[src/rtl/slm_pkg.sv]
package slm_pkg;
  localparam int LBL_W = 8;
  typedef logic [LBL_W-1:0] label_t;

  localparam label_t LBL_NONE    = 8'h00;
  localparam label_t LBL_GENERIC = 8'h01;
  localparam label_t LBL_RSV_LO  = 8'hFC;
  localparam label_t LBL_RSV_HI  = 8'hFF;

  // Codes that never count as a mismatch.
  function automatic logic label_exempt(input label_t l);
    return (l == LBL_NONE) || (l == LBL_GENERIC) || (l == LBL_RSV_LO) || (l == LBL_RSV_HI);
  endfunction

  function automatic logic label_mismatch(input label_t acc, input label_t expv, input logic have);
    return have && (acc != expv) && !label_exempt(acc);
  endfunction

  function automatic logic label_unequipped(input label_t acc, input label_t expv, input logic have);
    return have && (acc == LBL_NONE) && (expv != LBL_NONE);
  endfunction

  // Run length after one more strobed byte, saturating at lim.
  function automatic int unsigned next_run(input logic repeat_byte, input int unsigned run,
                                           input int unsigned lim);
    if (!repeat_byte) return 1;
    return (run >= lim) ? lim : run + 1;
  endfunction
endpackage

[src/rtl/slm_persist.sv]
module slm_persist #(
  parameter int PERSIST_N = 5
) (
  input  logic            clk,
  input  logic            rst_n,
  input  logic            stb,
  input  slm_pkg::label_t din,
  output logic            accept_fire,
  output slm_pkg::label_t accept_val
);
  import slm_pkg::*;
  localparam int CNT_W = $clog2(PERSIST_N + 1);
  localparam logic [CNT_W-1:0] LIM = CNT_W'(PERSIST_N);

  label_t           prev_q;
  logic [CNT_W-1:0] run_q;
  logic [CNT_W-1:0] run_nx;
  logic             repeat_byte;

  assign repeat_byte = (run_q != '0) && (din == prev_q);
  assign run_nx      = CNT_W'(next_run(repeat_byte, int'(run_q), PERSIST_N));
  assign accept_fire = stb && (run_nx >= LIM);
  assign accept_val  = din;

  always_ff @(posedge clk or negedge rst_n) begin
    if (!rst_n) begin
      prev_q <= '0;
      run_q  <= '0;
    end else if (stb) begin
      prev_q <= din;
      run_q  <= run_nx;
    end
  end

  // a differing byte starts a fresh run of one
  a_r2_restart: assert property (@(posedge clk) disable iff (!rst_n)
    stb && (din != prev_q) |=> run_q == CNT_W'(1));
  // no strobe, no change to the run
  a_r9_hold_run: assert property (@(posedge clk) disable iff (!rst_n)
    !stb |=> $stable(run_q) && $stable(prev_q));
endmodule

[src/rtl/slm_classify.sv]
module slm_classify (
  input  logic            clk,
  input  logic            rst_n,
  input  slm_pkg::label_t acc,
  input  slm_pkg::label_t expv,
  input  logic            have,
  output logic            plm_q,
  output logic            uneq_q,
  output logic            plm_chg,
  output logic            uneq_chg
);
  import slm_pkg::*;
  logic plm_nx, uneq_nx;

  assign plm_nx   = label_mismatch(acc, expv, have);
  assign uneq_nx  = label_unequipped(acc, expv, have);
  assign plm_chg  = plm_nx != plm_q;
  assign uneq_chg = uneq_nx != uneq_q;

  always_ff @(posedge clk or negedge rst_n) begin
    if (!rst_n) begin
      plm_q  <= 1'b0;
      uneq_q <= 1'b0;
    end else begin
      plm_q  <= plm_nx;
      uneq_q <= uneq_nx;
    end
  end

  // the two defects never coexist
  a_r5_exclusive: assert property (@(posedge clk) disable iff (!rst_n) !(plm_q && uneq_q));
  // nothing flagged before a label is held
  a_r8_quiet: assert property (@(posedge clk) disable iff (!rst_n)
    !have |=> !plm_q && !uneq_q);
endmodule

[src/rtl/slm_sticky.sv]
module slm_sticky (
  input  logic clk,
  input  logic rst_n,
  input  logic set,
  input  logic clr,
  output logic q
);
  always_ff @(posedge clk or negedge rst_n) begin
    if (!rst_n)   q <= 1'b0;
    else if (set) q <= 1'b1;
    else if (clr) q <= 1'b0;
  end

  // set beats clear; clear alone drops the bit
  a_r7_set_wins: assert property (@(posedge clk) disable iff (!rst_n) set |=> q);
  a_r7_clear: assert property (@(posedge clk) disable iff (!rst_n) clr && !set |=> !q);
endmodule

[src/rtl/slm_label_monitor.sv]
module slm_label_monitor #(
  parameter int PERSIST_N = 5,
  parameter int N_DELTA   = 3
) (
  input  logic                     clk,
  input  logic                     rst_n,
  input  logic                     frame_stb,
  input  logic [slm_pkg::LBL_W-1:0] rx_label,
  input  logic [slm_pkg::LBL_W-1:0] exp_label,
  input  logic [N_DELTA-1:0]       delta_clr,
  output logic [slm_pkg::LBL_W-1:0] acc_label,
  output logic                     plm,
  output logic                     uneq,
  output logic                     acc_delta,
  output logic                     plm_delta,
  output logic                     uneq_delta
);
  import slm_pkg::*;

  logic         accept_fire;
  label_t       accept_val;
  label_t       acc_q;
  logic         have_q;
  logic         acc_new;
  logic         plm_chg, uneq_chg;
  logic [N_DELTA-1:0] set_vec, dq;

  slm_persist #(.PERSIST_N(PERSIST_N)) u_persist (
    .clk(clk), .rst_n(rst_n), .stb(frame_stb), .din(rx_label),
    .accept_fire(accept_fire), .accept_val(accept_val)
  );

  assign acc_new = accept_fire && (accept_val != acc_q);

  always_ff @(posedge clk or negedge rst_n) begin
    if (!rst_n) begin
      acc_q  <= '0;
      have_q <= 1'b0;
    end else if (accept_fire) begin
      acc_q  <= accept_val;
      have_q <= 1'b1;
    end
  end

  slm_classify u_class (
    .clk(clk), .rst_n(rst_n), .acc(acc_q), .expv(exp_label), .have(have_q),
    .plm_q(plm), .uneq_q(uneq), .plm_chg(plm_chg), .uneq_chg(uneq_chg)
  );

  assign set_vec = {uneq_chg, plm_chg, acc_new};

  for (genvar i = 0; i < N_DELTA; i++) begin : g_delta
    slm_sticky u_bit (
      .clk(clk), .rst_n(rst_n), .set(set_vec[i]), .clr(delta_clr[i]), .q(dq[i])
    );
  end

  assign acc_label  = acc_q;
  assign acc_delta  = dq[0];
  assign plm_delta  = dq[1];
  assign uneq_delta = dq[2];

  // the label moves only on a strobed frame, to that frame's byte
  a_r1_from_stb: assert property (@(posedge clk) disable iff (!rst_n)
    (acc_label != $past(acc_label)) |-> $past(frame_stb) && acc_label == $past(rx_label));
  // every label change leaves the accept delta set
  a_r3_delta_on_change: assert property (@(posedge clk) disable iff (!rst_n)
    (acc_label != $past(acc_label)) |-> acc_delta);
  // every flag change leaves its delta set
  a_r6_plm_delta: assert property (@(posedge clk) disable iff (!rst_n)
    (plm != $past(plm)) |-> plm_delta);
  a_r6_uneq_delta: assert property (@(posedge clk) disable iff (!rst_n)
    (uneq != $past(uneq)) |-> uneq_delta);
  // label held across unstrobed cycles
  a_r9_hold_label: assert property (@(posedge clk) disable iff (!rst_n)
    !frame_stb |=> $stable(acc_label));
endmodule

[config.mk]
export PLATFORM = sky130hd
export DESIGN_NAME = slm_label_monitor
export DESIGN_NICKNAME = d
export VERILOG_FILES = /design/src/rtl/slm_pkg.sv /design/src/rtl/slm_persist.sv /design/src/rtl/slm_classify.sv /design/src/rtl/slm_sticky.sv /design/src/rtl/slm_label_monitor.sv
export SDC_FILE = /design/constraint.sdc
export NUM_CORES = 1
export LEC_CHECK = 0
export ABC_AREA = 0
export BUFFER_PORTS_ARGS = -buffer_cell sky130_fd_sc_hd__buf_2
export CAP_MARGIN = 40
export CORE_ASPECT_RATIO = 1.1
export CORE_MARGIN = 2
export CORE_UTILIZATION = 40
export DETAILED_ROUTE_END_ITERATION = 12
export PLACE_DENSITY = 0.62
export SETUP_SLACK_MARGIN = 0.4
export SLEW_MARGIN = 0
export SYNTH_ARGS = -nofsm -noshare
export SYNTH_HDL_FRONTEND = slang
export SYNTH_SLANG_ARGS = --single-unit
[constraint.sdc]
create_clock -name clk -period 5.1 [get_ports clk]
set_input_delay 0.255 -clock clk [delete_from_list [all_inputs] [get_ports clk]]
set_output_delay 0.255 -clock clk [all_outputs]
set_load 0.1 [all_outputs]
Yosys cells after proc, flatten, opt, wreduce, memory -nomap -nowiden
Cells that the tools add are included.
{"block": "op_classes", "addsub": 1, "n_eq_ne": 8, "n_reduce_logical": 17, "order_cmp": 2, "n_mux": 8}
{"cell": "$eq 8x8->1 const B", "n": 2}
{"cell": "$ne 8x8->1", "n": 2}
{"cell": "$eq 8x1->1 const B", "n": 1}
{"cell": "$eq 8x8->1", "n": 1}
{"cell": "$logic_not 8->1", "n": 1}
{"cell": "$reduce_bool 8->1", "n": 1}
{"cell": "$logic_and 1x1->1", "n": 7}
{"cell": "$ge 3x3->1 const B", "n": 2}
{"cell": "$mux 1", "n": 6}
{"cell": "$mux 3", "n": 2}
{"cell": "$reduce_bool 2->1", "n": 3}
{"cell": "$add 3x1->3 const B", "n": 1}
{"cell": "$logic_or 1x1->1", "n": 3}
{"cell": "$reduce_bool 3->1", "n": 1}
{"cell": "$ne 1x1->1", "n": 2}
{"cell": "$logic_not 1->1", "n": 1}
{"block": "totals", "output_inout_bits": 13, "ff_bits": 25, "inputBits": 22}

Logic depth before layout (Yosys ltp)
Gate-level depths: netlist of the first run.
{"block": "depth", "word_depth": 8, "ltp_mapped": 8, "depth_no_buf": 7}

By module
From an unflattened synthesis of the first run, not the netlist that was laid out.
{"block": "unflattened", "hier_cells": 125, "area_unflattened_um2": 1421.4}
{"module": "slm_persist", "instances": 1, "seq_area_each_um2": 275.3, "cells_each": 60, "area_per_inst_um2": 660.6}
{"module": "slm_label_monitor", "instances": 1, "seq_area_each_um2": 225.2, "cells_each": 30, "area_per_inst_um2": 416.6}
{"module": "slm_classify", "instances": 1, "seq_area_each_um2": 50.0, "cells_each": 26, "area_per_inst_um2": 235.2}
{"module": "slm_sticky", "instances": 3, "seq_area_each_um2": 25.0, "cells_each": 3, "area_per_inst_um2": 36.3}

Worst setup path after synthesis of the first run
OpenSTA, ideal clock, no wires.
{"block": "synth_path", "kind": "reg-to-reg", "from": "register acc_q[3] (netlist: acc_label[3])", "to": "register g_delta[1].u_bit.q", "path_stages_with_launch": 6, "setup_ns": 0.136, "arrival_ns": 1.937, "t_required_ns": 4.964, "period_less_slack_ns": 2.073, "slack_ns": 3.027, "path_buffers": 0, "cell_sequence": "dfrtp_1 nand4_1 or3_1 a21oi_1 a311oi_1 mux2i_1"}
{"block": "synth_between", "elab_chain_cells": 8, "word_cells_on_any_way": 14, "classes_between": "5 x eq/ne; 1 x mux; 8 x reduce/logical"}
{"item": "start, declared", "line_no": "slm_label_monitor.sv:22", "source": "label_t acc_q;"}
{"item": "start signal, assigned", "line_no": "slm_label_monitor.sv:40", "source": "acc_q <= accept_val;"}
{"item": "$eq 8x1->1 / $logic_not 8->1 (equally long branches)", "line_no": "slm_pkg.sv:12", "source": "return (l == LBL_NONE) || (l == LBL_GENERIC) || (l == LBL_RSV_LO) || (l == LBL_RSV_HI);"}
{"item": "$logic_or 1x1->1 (3 in series)", "line_no": "slm_pkg.sv:12"}
{"item": "$logic_not 1->1", "line_no": "slm_pkg.sv:16", "source": "return have && (acc != expv) && !label_exempt(acc);"}
{"item": "$logic_and 1x1->1 (*)", "line_no": "slm_pkg.sv:16"}
{"item": "named net u_class.plm_nx", "line_no": "slm_classify.sv:13", "source": "logic plm_nx, uneq_nx;"}
{"item": "$ne 1x1->1 (*)", "line_no": "slm_classify.sv:17", "source": "assign plm_chg = plm_nx != plm_q;"}
{"item": "$mux 1 / $reduce_bool 2->1 (equally long branches)"}
{"item": "end signal, assigned", "line_no": "slm_sticky.sv:9", "source": "if (!rst_n) q <= 1'b0;"}
{"item": "end signal, assigned", "line_no": "slm_sticky.sv:10", "source": "else if (set) q <= 1'b1;"}
{"item": "end signal, assigned", "line_no": "slm_sticky.sv:11", "source": "else if (clr) q <= 1'b0;"}
{"item": "end, declared", "line_no": "slm_sticky.sv:6", "source": "output logic q"}
The timed path passes the listed nets; every way through them passes the cells marked *.
A chain may end at the register's enable or synchronous reset.

Worst setup path in the final report of the first run
{"block": "layout_path", "from": "register u_persist.run_q[0]", "to": "register acc_q[6] (netlist: acc_label[6])"}
{"block": "layout_between", "elab_chain_cells": 5, "word_cells_on_any_way": 8, "classes_between": "1 x add/sub; 2 x order compare; 2 x mux; 3 x reduce/logical"}
{"item": "start, declared", "line_no": "slm_persist.sv:16", "source": "logic [CNT_W-1:0] run_q;"}
{"item": "start signal, assigned", "line_no": "slm_persist.sv:31", "source": "run_q <= run_nx;"}
{"item": "$add 3x1->3 (tied with other cells)", "line_no": "slm_pkg.sv:27", "source": "return (run >= lim) ? lim : run + 1;"}
{"item": "$mux 3 / $logic_and 1x1->1 (equally long branches)", "line_no": "slm_pkg.sv:27, slm_persist.sv:20"}
{"item": "$mux 3 (*)", "line_no": "slm_pkg.sv:27"}
{"item": "$ge 3x3->1 (*)", "line_no": "slm_persist.sv:22", "source": "assign accept_fire = stb && (run_nx >= LIM);"}
{"item": "$logic_and 1x1->1 (*)", "line_no": "slm_persist.sv:22"}
Mark *: on every way between the ends. The rest lies on a longest branch, timed or not.

==> results of run 1 <==
metal layers:
| metal | track usage [%] | wire length (um) | vias to the layer above |
|---|---|---|---|
| li1 | - | - | 498 |
| met1 | 18.9 | 1160 | 490 |
| met2 | 25.7 | 1330 | 26 |
| met3 | 2.36 | 104 | 4 |
| met4 | 5.56 | 38 | 0 |
| met5 | 0 | 0 | - |
placed cells by master, fill, tap and decap left out:
cell           instances
a22o_1                 1
mux2i_1                1
o311ai_0               1
inv_1                  5
o21ai_0                6
nor3_2                 1
nor3_1                 1
a211oi_1               1
xnor2_1               13
a21oi_1                2
clkbuf_1               1
mux2_2                16
dfrtp_1               25
a311oi_1               1
ha_1                   3
nor4_1                 5
nor2b_1                2
and3_1                 1
or2_2                  1
dlygate4sd3_1          1
a41oi_1                1
buf_2                 34
nor2_1                 5
nand4_1                5
clkbuf_4               3
or3_1                  1
a31oi_1                1
nand2_1                6
xor2_1                13
flip-flops by register name, indices dropped and copies added (netlist names):
signal,count
u_class.uneq_q,1
u_persist.run_q,3
acc_label,8
u_class.plm_q,1
have_q,1
u_persist.prev_q,8
g_delta.u_bit.q,3
stage by stage:
step | cells | cell area [um2] | hold slack, ns | setup slack, ns
floorplan | 121 | 1360 | -0.0406 | 3.03
finish | 193 | 1590 | 0.129 | 3.05
global placement | 188 | 1550 | 0.274 | 3.14
CTS | 193 | 1590 | 0.119 | 3.04
global route | 193 | 1590 | 0.117 | 2.87
detailed placement | 188 | 1550 | 0.280 | 3.06
area by class of cell:
class | instances | area [um2]
tap | 36 | 45.0
multi-input combinational | 88 | 694
sequential | 25 | 626
clock buffer | 4 | 26.3
fill | 326 | 1710
inverter | 5 | 18.8
timing repair buffer | 35 | 180
cells in the mapped netlist:
master / number
a22o_1: 1
mux2i_1: 1
dfrtp_1: 25
or2_2: 1
buf_6: 1
nor2b_1: 2
or3_1: 1
inv_1: 5
nor4_1: 5
a211oi_1: 1
ha_1: 3
o311ai_0: 1
nand4_1: 5
a311oi_1: 1
clkbuf_2: 1
mux2_2: 16
xnor2_1: 13
a41oi_1: 1
a31oi_1: 1
and3_1: 1
nor3_1: 1
nor3_2: 1
nand2_1: 6
o21ai_0: 6
clkbuf_1: 1
a21oi_1: 2
xor2_1: 13
nor2_1: 5
power groups by stage:
| stage | Combinational [mW] | Sequential, mW | Clock (mW) |
|---|---|---|---|
| 3_5_place_dp | 0.0463 | 0.213 | 0 |
| 5_1_grt | 0.0517 | 0.211 | 0.0986 |
| 6_report | 0.0464 | 0.210 | 0.0850 |
| 2_1_floorplan | 0.0241 | 0.214 | 0 |
| 3_3_place_gp | 0.0451 | 0.213 | 0 |
| 4_1_cts | 0.0472 | 0.210 | 0.0898 |
kinds of logic (layout without fill, tap and decap cells):
| kind of cell | count (synthesis) | count (layout) |
|---|---|---|
| xor gates and xnor gates | 26 | 26 |
| buffers and inverters | 8 | 44 |
| and+or+nand+nor | 28 | 28 |
| DFF | 25 | 25 |
| AOI/OAI and AO/OA | 14 | 14 |
| adders and majority gates | 3 | 3 |
| muxes | 17 | 17 |
worst min-delay path by stage:
stage | start | endpoint | slack [ns]
6_report | delta_clr[2] | g_delta[2].u_bit.q | 0.13
5_1_grt | delta_clr[2] | g_delta[2].u_bit.q | 0.12
4_1_cts | delta_clr[2] | g_delta[2].u_bit.q | 0.12
3_5_place_dp | rst_n | u_class.plm_q | 0.28
3_3_place_gp | rst_n | u_persist.prev_q[7] | 0.27
2_1_floorplan | rst_n | acc_label[0] | -0.04
what timing repair did:
action	4_1_cts	5_1_grt
endpoints found under the hold margin	25	0
resized for setup	0	0
hold buffers	1	0
==> reports/metrics.yaml, run 1 <==
outcome:
  outcome: "finished, final reports clean"
synth:
  synthXorXnorAreaFrac_pct: 16.8
  synth.mux.area_fraction_pct: 14.0
  synth_compound_area_share_pct: 6.54
  yosysWarnings: 0
  synth-simple-area-share_pct: 11.0
  synth_area_leaders: "dfrtp_1 (46%), mux2_2 (13%), xnor2_1 (8.4%)"
  synthAdderAreaFrac_pct: 2.76
  yosysTopAreaCellShare_pct: 46.0
  netlist_area_um2: 1360
  synthCells: 121
  synth_cell_types: 28
  yosys.area.top_type: "dfrtp_1"
  synth_top_family_by_area: "XOR/XNOR gates"
  synth.avg_cell_area_um2: 11.2
  yosys_register_bits: 25
  ys_seq_area_share_pct: 46.0
  synth_nets: 146
detailed_routing:
  avgViaCountPerCell: 5.27
  ant_nets: 0
  drtIter0Drc: 17
  drc: 0
  routed-via-count: 1018
  wl_mm: 2.63
  drt_first_pass_iters: 4
  wl_per_cell_um: 13.6
pwr:
  switching_power_mw: 0.0833
  ir_drop_v: 0.000109
  p_int_mw: 0.258
  power.density_nw_per_um2: 215
  netSwitchingFraction_pct: 24.4
  power_frac_seq_pct: 61.5
  pwr-share-comb_pct: 13.6
  p_total_mw: 0.341
  p_clk_share_pct: 24.9
  leakage_nw: 0.766
clock_tree:
  cts_root_buffer: "clkbuf_4"
  clkSinkCount: 25
  path_clk_slew_ns: 0.13
  cts_buffers: 3
  post_cts_buffers: 0
  cts_tree: "yes"
  htree_levels: 1
  clk_latency_ns: 0.31
  clockBufferDepth: 2
worst_setup_path:
  endpoint: "acc_label[6]"
  cp-end-kind: "flip-flop"
  crit_path_cell_trace: "inv_1 -> ha_1 -> inv_1 -> o21ai_0 -> nor3_2 -> and3_1 -> mux2_2"
  cp_top_family: "simple AND/OR/NAND/NOR gates"
  critPathKind: "reg2reg"
  cpMaxStageDelayCell: "and3_1"
  critPathMaxFanout: 10
  crit_top_cell: "inv_1"
  r2r_end: "acc_label[6]"
  critPathLaunch: "u_persist.run_q[0]"
  ff2ff_setup_slack_ns: 3.05
  slowest_delay_ns: 0.47
  worstPathRequired_ns: 5.30
  cp_num_cells: 7
  r2r_cells: 7
  arrival_ns: 2.26
  start_kind: "flip-flop"
  crit_buf_inv: 2
  r2r_start: "u_persist.run_q[0]"
place:
  gp_congestion: 0.916
  portBuffers: 34
  hpwl_mm: 2.06
run:
  drv_cap: 0
die:
  initial_core_util_pct: 41.1
  io_pins: 35
  die_area_um2: 3880
  core_um2: 3300
  rows: 22
  dieWidth_um: 59.6
  die_h_um: 65.1
sta:
  fin_setup_tns_ns: 0
  finalCriticalPeriod_ns: 2.05
  setup_viol_count_final: 0
  drv_slew: 0
  skew_ns: 0.00685
  max_freq_mhz: 487
  hold_viol: 0
  worstMarginPinSlew_ns: 0.566
  slew_headroom_pct: 62.3
  period_share_pct: 40.3
  rsz0062_at_grt: "no"
cells_and_area:
  n_antenna_cell: 0
  layout-drive-gt1-share_pct: 35.0
  syn_to_final_growth_pct: 17.0
  num-nets-final: 183
  final_core_util_pct: 48.1
global_routing:
  grt_usage_pct: 15.0
  antenna_found_initial: 0
  grt_max_degree: 26
  grt_pass1_vias: 1009
  overflow: 0
  grt_first_pass_wirelength_mm: 4.44
hold_path:
  worstHoldPathType: "in2reg"
  hold_depth: 2
(Power assumes the default switching activity.)
==> inputs of run 2 (changes only) <==
--- a/config.mk
+++ b/config.mk
@@ -12,7 +12,7 @@
 export CORE_MARGIN = 2
 export CORE_UTILIZATION = 40
 export DETAILED_ROUTE_END_ITERATION = 12
-export PLACE_DENSITY = 0.62
+export PLACE_DENSITY = 0.65
 export SETUP_SLACK_MARGIN = 0.4
 export SLEW_MARGIN = 0
 export SYNTH_ARGS = -nofsm -noshare
==> constraint.sdc (replaced) <==
create_clock -name clk -period 1.6 [get_ports clk]
set_input_delay 0.08 -clock clk [delete_from_list [all_inputs] [get_ports clk]]
set_output_delay 0.08 -clock clk [all_outputs]
set_load 0.1 [all_outputs]
==> run 2 against run 1 <==
The flow now finishes with violations (setup timing). Final cell count grew 6.7%. Maximum frequency grew 22%. Critical path depth grew 1. Routed wire length grew 11%. Via count grew 6.5%. Utilization grew 10 points. Final area grew 21%.
==> reports/metrics.yaml, run 2 (same netlist as run 1, synthesis figures left out) <==
pwr:
  leakage_nw: 0.843  # was 0.766 nW
  p_total_mw: 1.12  # was 0.341 mW
  power_frac_seq_pct: 59.6  # was 61.5%
  power.density_nw_per_um2: 582  # was 215 nW/um2
  pwr-share-comb_pct: 15.0  # was 13.6%
  switching_power_mw: 0.286  # was 0.0833 mW
  ir_drop_v: 0.000398  # was 0.000109 V
  p_clk_share_pct: 25.4  # was 24.9%
  netSwitchingFraction_pct: 25.5  # was 24.4%
  p_int_mw: 0.836  # was 0.258 mW
global_routing:
  grt.met1_usage_pct: 19.1  # was 18.9%
  antenna_found_initial: 0  # unchanged
  met3_usage_pct: 2.76  # was 2.36%
  grtUsageMet2_pct: 28.8  # was 25.7%
  grt_pass1_vias: 1119  # was 1009
  overflow: 0  # unchanged
  grt_max_degree: 26  # unchanged
  grt_busiest_layer: "met2"  # unchanged
  grt_usage_pct: 15.9  # was 15.0%
  grt_first_pass_wirelength_mm: 4.79  # was 4.44 mm
clock_tree:
  path_clk_slew_ns: 0.14  # was 0.13 ns
  cts_buffers: 3  # unchanged
  clk_latency_ns: 0.32  # was 0.31 ns
  cts_root_buffer: "clkbuf_4"  # unchanged
  cts_tree: "yes"  # unchanged
  clockBufferDepth: 2  # unchanged
  htree_levels: 1  # unchanged
  clkSinkCount: 25  # unchanged
detailed_routing:
  ant_nets: 0  # unchanged
  wl_mm: 2.92  # was 2.63 mm
  wl_per_cell_um: 14.2  # was 13.6 um
  drt_first_pass_iters: 6  # was 4
  avgViaCountPerCell: 5.26  # was 5.27
  routed-via-count: 1084  # was 1018
  drtIter0Drc: 36  # was 17
  drc: 0  # unchanged
cells_and_area:
  final_common_cell: "buf_2"  # unchanged
  multi_input_area_um2: 811  # was 694 um2
  layout_common_cells: "buf_2 (21), dfrtp_1 (16), xor2_1 (13)"  # was buf_2 (34), dfrtp_1 (25), mux2_2 (16)
  regArea_um2: 654  # was 626 um2
  num-nets-final: 196  # was 183
  n_antenna_cell: 0  # unchanged
  syn_to_final_growth_pct: 41.8  # was 17.0%
  final_core_util_pct: 58.3  # was 48.1%
  layout-drive-gt1-share_pct: 54.1  # was 35.0%
  final_area_um2: 1930  # was 1590 um2
  fill_cells: 293  # was 326
place:
  hpwl_mm: 2.13  # was 2.06 mm
  portBuffers: 34  # unchanged
  gp_congestion: 0.764  # was 0.916
  placed_area_um2: 1680  # was 1550 um2
die:
  die_h_um: 65.1  # unchanged
  dieWidth_um: 59.6  # unchanged
  io_pins: 35  # unchanged
  die_area_um2: 3880  # unchanged
  rows: 22  # unchanged
  initial_core_util_pct: 41.1  # unchanged
  core_um2: 3300  # unchanged
worst_setup_path:
  arrival_ns: 1.90  # was 2.26 ns
  r2r_cells: 8  # was 7
  cp-end-kind: "flip-flop"  # unchanged
  critPathMaxFanout: 5  # was 10
  start_kind: "flip-flop"  # unchanged
  worstPathRequired_ns: 1.81  # was 5.30 ns
  critPathKind: "reg2reg"  # unchanged
sta:
  period_share_pct: 105  # was 40.3%
  hold_viol: 0  # unchanged
  max_freq_mhz: 592  # was 487 MHz
  worstMarginPinSlew_ns: 0.564  # was 0.566 ns
  skew_ns: 0.00869  # was 0.00685 ns
  slew_headroom_pct: 62.4  # was 62.3%
  setup_ws_ns: -0.0879  # was 3.05 ns
  rsz0062_at_grt: "yes"  # was no
  setup_viol_count_final: 8  # was 0
  drv_slew: 0  # unchanged
  finalCriticalPeriod_ns: 1.69  # was 2.05 ns
hold_path:
  worstHoldPathType: "in2reg"  # unchanged
  hold_depth: 3  # was 2
outcome:
  violations: "setup timing"
  outcome: "finished with violations"  # was finished, final reports clean
run:
  drv_cap: 0  # unchanged
==> run 2: power by group through the flow <==
stage                     Clock (mW)  Sequential (mW)  Combinational (mW)
after floorplan                    0            0.684              0.0789
after global placement             0            0.680               0.154
after detailed placement           0            0.681               0.158
after CTS                      0.301            0.669               0.169
after global routing           0.323            0.672               0.187
final                          0.285            0.669               0.168
==> run 2: final timing paths <==
kind	start	endpoint	slack [ns]
setup / recovery	u_persist.run_q[1]	acc_label[4]	-0.09
hold / removal	delta_clr[0]	g_delta[0].u_bit.q	0.04
setup reg to reg	u_persist.run_q[1]	acc_label[4]	-0.09
hold reg to reg	g_delta[2].u_bit.q	g_delta[2].u_bit.q	0.52
max in group asynchronous	rst_n	acc_label[2]	0.90
min in group asynchronous	rst_n	acc_label[1]	0.28
==> run 2: what timing repair did <==
| item | CTS | global route |
|---|---|---|
| setup endpoints to repair | 28 | 24 |
| resized for setup | 38 | 8 |
| hold buffers | 2 | 0 |
| setup buffers | 3 | 1 |
| endpoints found under the hold margin | 26 | 0 |
| pin swaps | 11 | 6 |
| cloned | 0 | 0 |
==> run 2: layer usage <==
metal / wire, um / share of wire (%)
met1: 1270 / 43
met2: 1500 / 51
met3: 115 / 3.9
met4: 41 / 1.4
met5: 0 / 0
==> run 2: critical path, cell delays in order (launching register included) <==
cell,delay (ns)
dfrtp_1,0.45
inv_2,0.09
ha_4,0.16
inv_2,0.04
o21ai_2,0.05
nor3_2,0.13
and3_4,0.22
buf_6,0.13
mux2_4,0.31
==> run 2: area by class of cell <==
| type | instances | share of cell area, % |
|---|---|---|
| inverters | 5 | 0.974 |
| repair buffers | 48 | 19.3 |
| multi-input cells | 88 | 42.1 |
| clock buffers | 4 | 1.36 |
| well taps | 36 | 2.34 |
| flip-flops and latches | 25 | 34.0 |
==> run 2: metrics by stage <==
step	setup slack, ns	instances	hold slack (ns)	TNS [ns]
2_1_floorplan	-0.0648	121	-0.216	-0.489
4_1_cts	-0.0785	205	0.0295	-0.495
3_3_place_gp	-0.0566	196	0.0988	-0.403
5_1_grt	-0.140	206	0.0396	-1.05
6_report	-0.0879	206	0.0414	-0.533
3_5_place_dp	-0.115	196	0.110	-0.763
